**src/rtl/mdio_master_pkg.sv**
```systemverilog
package mdio_master_pkg;

    localparam int ADDR_W  = 5;
    localparam int DATA_W  = 16;
    localparam int BCNT_W  = 5;

    localparam logic [1:0] SOF_PAT = 2'b01;
    localparam logic [1:0] OP_RD   = 2'b10;
    localparam logic [1:0] OP_WR   = 2'b01;
    localparam logic [1:0] TA_WR   = 2'b10;

    localparam logic [BCNT_W-1:0] PRE_LAST  = 5'd31;
    localparam logic [BCNT_W-1:0] PAIR_LAST = 5'd1;
    localparam logic [BCNT_W-1:0] ADDR_LAST = 5'd4;
    localparam logic [BCNT_W-1:0] DATA_LAST = 5'd15;
    localparam logic [BCNT_W-1:0] RSMP_LAST = 5'd16;

    typedef enum logic [3:0] {
        ST_IDLE,
        ST_PRE,
        ST_SOF,
        ST_OP,
        ST_PHY,
        ST_REG,
        ST_WTA,
        ST_WDAT,
        ST_RSMP,
        ST_RTAIL,
        ST_DONE
    } mdio_state_e;

endpackage

```
**src/rtl/mdio_mdc_gen.sv**
```systemverilog
module mdio_mdc_gen #(
    parameter int HALF      = 25,
    parameter int SAMPLE_AT = 2
) (
    input  logic clk,
    input  logic rst_n,
    input  logic run,
    output logic mdc,
    output logic bit_end,
    output logic sample_stb
);
    localparam int CNT_W = (HALF > 1) ? $clog2(HALF) : 1;
    localparam logic [CNT_W-1:0] LAST = CNT_W'(HALF - 1);
    localparam logic [CNT_W-1:0] SMP  = CNT_W'(SAMPLE_AT);

    logic [CNT_W-1:0] cnt_q;
    logic             ph_q;

    always_ff @(posedge clk or negedge rst_n) begin
        if (!rst_n) begin
            cnt_q <= '0;
            ph_q  <= 1'b0;
        end else if (!run) begin
            cnt_q <= '0;
            ph_q  <= 1'b0;
        end else if (cnt_q == LAST) begin
            cnt_q <= '0;
            ph_q  <= ~ph_q;
        end else begin
            cnt_q <= cnt_q + 1'b1;
        end
    end

    assign mdc        = ph_q;
    assign bit_end    = run & ph_q & (cnt_q == LAST);
    assign sample_stb = run & ph_q & (cnt_q == SMP);

endmodule

```
**src/rtl/mdio_in_sync.sv**
```systemverilog
module mdio_in_sync #(
    parameter int STAGES = 2
) (
    input  logic clk,
    input  logic rst_n,
    input  logic din,
    output logic dout
);
    logic [STAGES-1:0] chain_q;

    genvar g;
    generate
        for (g = 0; g < STAGES; g++) begin : g_stage
            if (g == 0) begin : g_first
                always_ff @(posedge clk or negedge rst_n) begin
                    if (!rst_n) chain_q[0] <= 1'b1;
                    else        chain_q[0] <= din;
                end
            end else begin : g_next
                always_ff @(posedge clk or negedge rst_n) begin
                    if (!rst_n) chain_q[g] <= 1'b1;
                    else        chain_q[g] <= chain_q[g-1];
                end
            end
        end
    endgenerate

    assign dout = chain_q[STAGES-1];

endmodule

```
**src/rtl/mdio_frame_fsm.sv**
```systemverilog
module mdio_frame_fsm
    import mdio_master_pkg::*;
(
    input  logic              clk,
    input  logic              rst_n,
    input  logic              req,
    input  logic              req_rd,
    input  logic [ADDR_W-1:0] req_phy,
    input  logic [ADDR_W-1:0] req_reg,
    input  logic [DATA_W-1:0] req_wdata,
    input  logic              bit_end,
    input  logic              sample_stb,
    input  logic              din,
    output logic              run,
    output logic              busy,
    output logic              done,
    output logic [DATA_W-1:0] rd_data,
    output logic              mdio_o,
    output logic              mdio_oe
);
    mdio_state_e       state_q, state_d;
    logic [BCNT_W-1:0] bit_q, bit_d;
    logic              rd_q;
    logic [ADDR_W-1:0] phy_q, reg_q;
    logic [DATA_W-1:0] wdat_q, rx_q;
    logic              drv_val, drv_en;
    logic              accept;

    assign accept = (state_q == ST_IDLE) && req;

    // next-state logic
    always_comb begin
        state_d = state_q;
        bit_d   = bit_q;
        unique case (state_q)
            ST_IDLE: begin
                if (req) begin
                    state_d = ST_PRE;
                    bit_d   = PRE_LAST;
                end
            end
            ST_DONE: begin
                state_d = ST_IDLE;
                bit_d   = '0;
            end
            default: begin
                if (bit_end) begin
                    if (bit_q != '0) begin
                        bit_d = bit_q - 1'b1;
                    end else begin
                        unique case (state_q)
                            ST_PRE:   begin state_d = ST_SOF;  bit_d = PAIR_LAST; end
                            ST_SOF:   begin state_d = ST_OP;   bit_d = PAIR_LAST; end
                            ST_OP:    begin state_d = ST_PHY;  bit_d = ADDR_LAST; end
                            ST_PHY:   begin state_d = ST_REG;  bit_d = ADDR_LAST; end
                            ST_REG: begin
                                if (rd_q) begin
                                    state_d = ST_RSMP;
                                    bit_d   = RSMP_LAST;
                                end else begin
                                    state_d = ST_WTA;
                                    bit_d   = PAIR_LAST;
                                end
                            end
                            ST_WTA:   begin state_d = ST_WDAT;  bit_d = DATA_LAST; end
                            ST_WDAT:  begin state_d = ST_DONE;  bit_d = '0; end
                            ST_RSMP:  begin state_d = ST_RTAIL; bit_d = PAIR_LAST; end
                            ST_RTAIL: begin state_d = ST_DONE;  bit_d = '0; end
                            default:  begin state_d = ST_IDLE;  bit_d = '0; end
                        endcase
                    end
                end
            end
        endcase
    end

    // state register
    always_ff @(posedge clk or negedge rst_n) begin
        if (!rst_n) begin
            state_q <= ST_IDLE;
            bit_q   <= '0;
        end else begin
            state_q <= state_d;
            bit_q   <= bit_d;
        end
    end

    // request capture and receive shifter
    always_ff @(posedge clk or negedge rst_n) begin
        if (!rst_n) begin
            rd_q   <= 1'b0;
            phy_q  <= '0;
            reg_q  <= '0;
            wdat_q <= '0;
            rx_q   <= '0;
        end else if (accept) begin
            rd_q   <= req_rd;
            phy_q  <= req_phy;
            reg_q  <= req_reg;
            wdat_q <= req_wdata;
            rx_q   <= '0;
        end else if ((state_q == ST_RSMP) && sample_stb) begin
            rx_q   <= {rx_q[DATA_W-2:0], din};
        end
    end

    // line value for the current bit
    always_comb begin
        drv_val = 1'b0;
        drv_en  = 1'b1;
        unique case (state_q)
            ST_PRE:  drv_val = 1'b1;
            ST_SOF:  drv_val = SOF_PAT[bit_q[0]];
            ST_OP:   drv_val = rd_q ? OP_RD[bit_q[0]] : OP_WR[bit_q[0]];
            ST_PHY:  drv_val = phy_q[bit_q[2:0]];
            ST_REG:  drv_val = reg_q[bit_q[2:0]];
            ST_WTA:  drv_val = TA_WR[bit_q[0]];
            ST_WDAT: drv_val = wdat_q[bit_q[3:0]];
            default: drv_en  = 1'b0;
        endcase
    end

    // output process
    always_ff @(posedge clk or negedge rst_n) begin
        if (!rst_n) begin
            mdio_o  <= 1'b0;
            mdio_oe <= 1'b0;
        end else begin
            mdio_o  <= drv_en & drv_val;
            mdio_oe <= drv_en;
        end
    end

    assign run     = (state_q != ST_IDLE) && (state_q != ST_DONE);
    assign busy    = (state_q != ST_IDLE);
    assign done    = (state_q == ST_DONE);
    assign rd_data = rx_q;

endmodule

```
**src/rtl/mdio_master.sv**
```systemverilog
module mdio_master
    import mdio_master_pkg::*;
#(
    parameter int HALF_CYC     = 25,
    parameter int CLK_PERIOD_PS = 8000,
    parameter int MIN_MDC_NS   = 400,
    parameter int SYNC_STAGES  = 2
) (
    input  logic        clk,
    input  logic        rst_n,
    input  logic        req,
    input  logic        req_rd,
    input  logic [4:0]  req_phy,
    input  logic [4:0]  req_reg,
    input  logic [15:0] req_wdata,
    output logic        busy,
    output logic        done,
    output logic [15:0] rd_data,
    output logic        mdc,
    output logic        mdio_o,
    output logic        mdio_oe,
    input  logic        mdio_i
);
    localparam int MIN_HALF = (MIN_MDC_NS * 1000 + 2 * CLK_PERIOD_PS - 1) / (2 * CLK_PERIOD_PS);
    localparam int HALF_LO  = (HALF_CYC < MIN_HALF) ? MIN_HALF : HALF_CYC;
    localparam int HALF_EFF = (HALF_LO <= SYNC_STAGES) ? SYNC_STAGES + 1 : HALF_LO;

    logic run, bit_end, sample_stb, din_s;

    mdio_mdc_gen #(
        .HALF      (HALF_EFF),
        .SAMPLE_AT (SYNC_STAGES)
    ) u_gen (
        .clk        (clk),
        .rst_n      (rst_n),
        .run        (run),
        .mdc        (mdc),
        .bit_end    (bit_end),
        .sample_stb (sample_stb)
    );

    mdio_in_sync #(
        .STAGES (SYNC_STAGES)
    ) u_sync (
        .clk   (clk),
        .rst_n (rst_n),
        .din   (mdio_i),
        .dout  (din_s)
    );

    mdio_frame_fsm u_fsm (
        .clk        (clk),
        .rst_n      (rst_n),
        .req        (req),
        .req_rd     (req_rd),
        .req_phy    (req_phy),
        .req_reg    (req_reg),
        .req_wdata  (req_wdata),
        .bit_end    (bit_end),
        .sample_stb (sample_stb),
        .din        (din_s),
        .run        (run),
        .busy       (busy),
        .done       (done),
        .rd_data    (rd_data),
        .mdio_o     (mdio_o),
        .mdio_oe    (mdio_oe)
    );

endmodule

```
**config.mk**
```make
export PLATFORM = sky130hd
export DESIGN_NAME = mdio_master
export DESIGN_NICKNAME = d
export VERILOG_FILES = /design/src/rtl/mdio_master_pkg.sv /design/src/rtl/mdio_mdc_gen.sv /design/src/rtl/mdio_in_sync.sv /design/src/rtl/mdio_frame_fsm.sv /design/src/rtl/mdio_master.sv
export SDC_FILE = /design/constraint.sdc
export NUM_CORES = 1
export LEC_CHECK = 0
export ABC_AREA = 0
export BUFFER_PORTS_ARGS = -buffer_cell sky130_fd_sc_hd__buf_4
export CORE_MARGIN = 5
export CORE_UTILIZATION = 50
export DETAILED_ROUTE_END_ITERATION = 6
export PLACE_DENSITY = 0.69
export SLEW_MARGIN = 20
export SYNTH_ARGS = -nofsm -noshare
export SYNTH_HDL_FRONTEND = slang
export SYNTH_HIERARCHICAL = 1
export SYNTH_SLANG_ARGS = --single-unit
```
**constraint.sdc**
```tcl
create_clock -name clk -period 7.2 [get_ports clk]
set_input_delay 1.08 -clock clk [delete_from_list [all_inputs] [get_ports clk]]
set_output_delay 1.08 -clock clk [all_outputs]
set_load 0.05 [all_outputs]
```
==> results by group <==
Timing
  – Max Slew Vio Count: 0
  – Hold_ws: 356 ps
  – Post-route setup slack: 4280 ps
  – TNS Setup: 0 ps
  – Slew @ Worst Pin: 758 ps
  – Clock skew: 9.04 ps
  – Fin crit period: 2920 ps
  – Peak Freq: 0.343 GHz
  – Final setup violation count: 0
  – Final Hold Viols: 0
  – Rel. slew slack: 0.495
  – Post-route clock period utilization: 0.405
  – RSZ-0062 raised after global routing: no

Clock network
  – Post-CTS resize count: 0
  – Clock sink total: 62
  – CTS tree: done
  – Clock Tree Root: clkbuf_8
  – H-tree depth: 3
  – Setup Buffers After CTS: 0
  – Clk_lat worst skew: 330 ps
  – Post-cts hold buffer count: 0
  – Total CTS buffers: 9
  – Clock Path Buffers: 2
  – Worst-path clk slew: 60 ps

Global routing
  – Largest net degree at the start of global routing: 63
  – Initial antenna violation count: 0
  – Vias in the first global route: 2317
  – First-pass GRT wire length: 10.9 mm
  – Total GRT Usage: 0.180
  – Global route overflow: 0

Synthesis
  – Synth Register Bits: 62
  – Post-Synthesis Cells: 323
  – Synth Net Count: 358
  – Synth warn: 6
  – Syn Area/Cell: 9.46 um2
  – Synth Cell Area: 3060 um2
  – Synth Flop Type: dfrtp_1
  – Async set-or-reset flop fraction in the synthesized netlist: 1.00
  – Register area share after synthesis: 0.509
  – Synth area leader: dfrtp_1
  – Post-synth EDFFs: 0
  – Synth top area share: 0.491
  – Yosys cell types: 54
  – Cells taking the most area after synthesis: dfrtp_1 (49%), nand2_1 (12%), a22o_1 (4.6%)

Detailed routing
  – DRC: 0
  – Vias: 2486
  – TritonRoute pass-1 iters: 6
  – Final WL: 6.52 mm
  – Wire length per cell: 14.7 um
  – Initial DRC count: 148
  – Post-route ant nets: 0
  – Via/cell ratio: 5.61

Finish
  – Share of cells above drive strength 1: 0.223
  – Post-layout util: 0.610
  – Layout Cells excl Fill: 443
  – ANT cells: 0
  – Commonest non-fill, non-tap cells in the layout: nand2_1 (98), dfrtp_1 (60), buf_4 (52), a22o_1 (16), nor2_1 (14)
  – Most common cell after layout, fill and taps aside: nand2_1
  – Nets: 398
  – Area growth syn-to-layout: 18.1%

Outcome
  – Status: finished clean

Floorplanning
  – Number of I/O pins: 52
  – # rows: 28
  – Die X: 88.2 um
  – Vert. Die Dim: 88.2 um
  – DIE AREA: 7770 um2
  – Core box area: 5920 um2
  – Initial Util: 0.516

Placed design
  – Routability cong.: 0.877
  – DPL Wire Length: 4.34 mm
  – DP Worst Slack: 4550 ps
  – PortBufs: 51
  – Cell Count Post-Placement: 427

Run
  – Max-cap violations: 0

Setup path
  – Slowest stage cell on the critical path: dfrtp_1
  – Crit path cell chain: nor2_4 > and3_1 > buf_4
  – CP Launch Type: flip-flop
  – CP required: 6120 ps
  – WP depth: 3
  – Largest stage delay, worst path: 600 ps
  – Critical Path End Type: output port
  – CP Buf/Inv Count: 1
  – Cell family with the largest share of critical-path delay: simple AND/OR/NAND/NOR gates
  – R2R depth: 8
  – Critical path class: reg2out
  – Worst-path fanout max: 18
  – CP arrival: 1840 ps

Hold path
  – Hold path depth: 0
  – HP Class: reg2reg

Pwr
  – Leakage power total: 0.00184 uW
  – Power per cell area: 182 nW/um2
  – Maximum vdd drop: 0.000115 V
logic make-up (layout without fill, tap and decap cells):
group / Yosys count / count (layout) / synth area share
and+or+nand+nor: 152 / 152 / 0.231
AOI/OAI and AO/OA: 64 / 64 / 0.154
DFF: 62 / 62 / 0.509
buffers and inverters: 30 / 75 / 0.0471
muxes: 7 / 7 / 0.0315
adders and majority gates: 4 / 4 / 0.0164
xor gates and xnor gates: 4 / 4 / 0.0115
metal layers:
layer  vias to the layer above  routed length, um  part of all wire  GRT usage
met5                         -                  0                 0          0
met3                        20                429             0.066     0.0339
met1                      1187               2910              0.45      0.238
met2                        86               3060              0.47      0.286
met4                         0                127             0.019     0.0824
li1                       1193                  -                 -          -
cell usage after synthesis, types with 3 or more instances:
library cell	instances
a2111oi_0	3
a21o_1	3
a21oi_1	10
a22o_1	16
a31oi_1	4
and3_1	4
buf_2	15
clkbuf_1	4
dfrtp_1	60
ha_1	4
inv_1	5
mux2i_1	4
nand2_1	98
nand3_1	7
nand4_1	5
nor2_1	14
nor2b_1	5
nor3_1	7
o21ai_0	9
o21ai_1	3
power by group:
group / leakage, uW / switching, uW / internal, uW
sequential: 0.000827 / 0.150 / 349
clock: 0.0000904 / 128 / 159
combinational: 0.000928 / 8.45 / 10.2
total: 0.00184 / 137 / 519
flip-flops by register name (all words and copies together) (netlist names):
name and flops:
u_fsm/mdio_oe 1, u_gen/mdc 1, u_fsm/reg_q 5, u_sync/chain_q 1, u_fsm/state_q 4, u_fsm/mdio_o 1
u_fsm/phy_q 5, u_fsm/wdat_q 16, u_sync/dout 1, u_fsm/rd_q 1, u_fsm/bit_q 5, u_fsm/rd_data 16
u_gen/cnt_q 5
cell type report:
type                       count  area (um2)
tap                           75        93.8
sequential                    62        1550
inverter                       7        26.3
fill                         534        2310
clock buffer                  12         135
timing repair buffer          52         390
clock inverter                 4        47.5
multi-input combinational    231        1360
metrics by stage:
stage / instance area [um2] / power, uW
after CTS: 3610 / 665
final: 3610 / 656
after global routing: 3610 / 682
after global placement: 3420 / 375
after detailed placement: 3430 / 375
after floorplan: 3060 / 356
path summary, 6_finish.rpt:
check | start | to | slack, ps
worst min register to register | u_sync/chain_q[0] | u_sync/dout | 360
worst max register to register | u_fsm/state_q[3] | u_fsm/state_q[3] | 4490
worst max-delay path | u_fsm/state_q[0] | done | 4280
max in group asynchronous | rst_n | u_fsm/bit_q[0] | 5880
min in group asynchronous | rst_n | u_fsm/rd_data[12] | 820
worst min-delay path | u_sync/chain_q[0] | u_sync/dout | 360
Power figures use the tool's default switching activity.
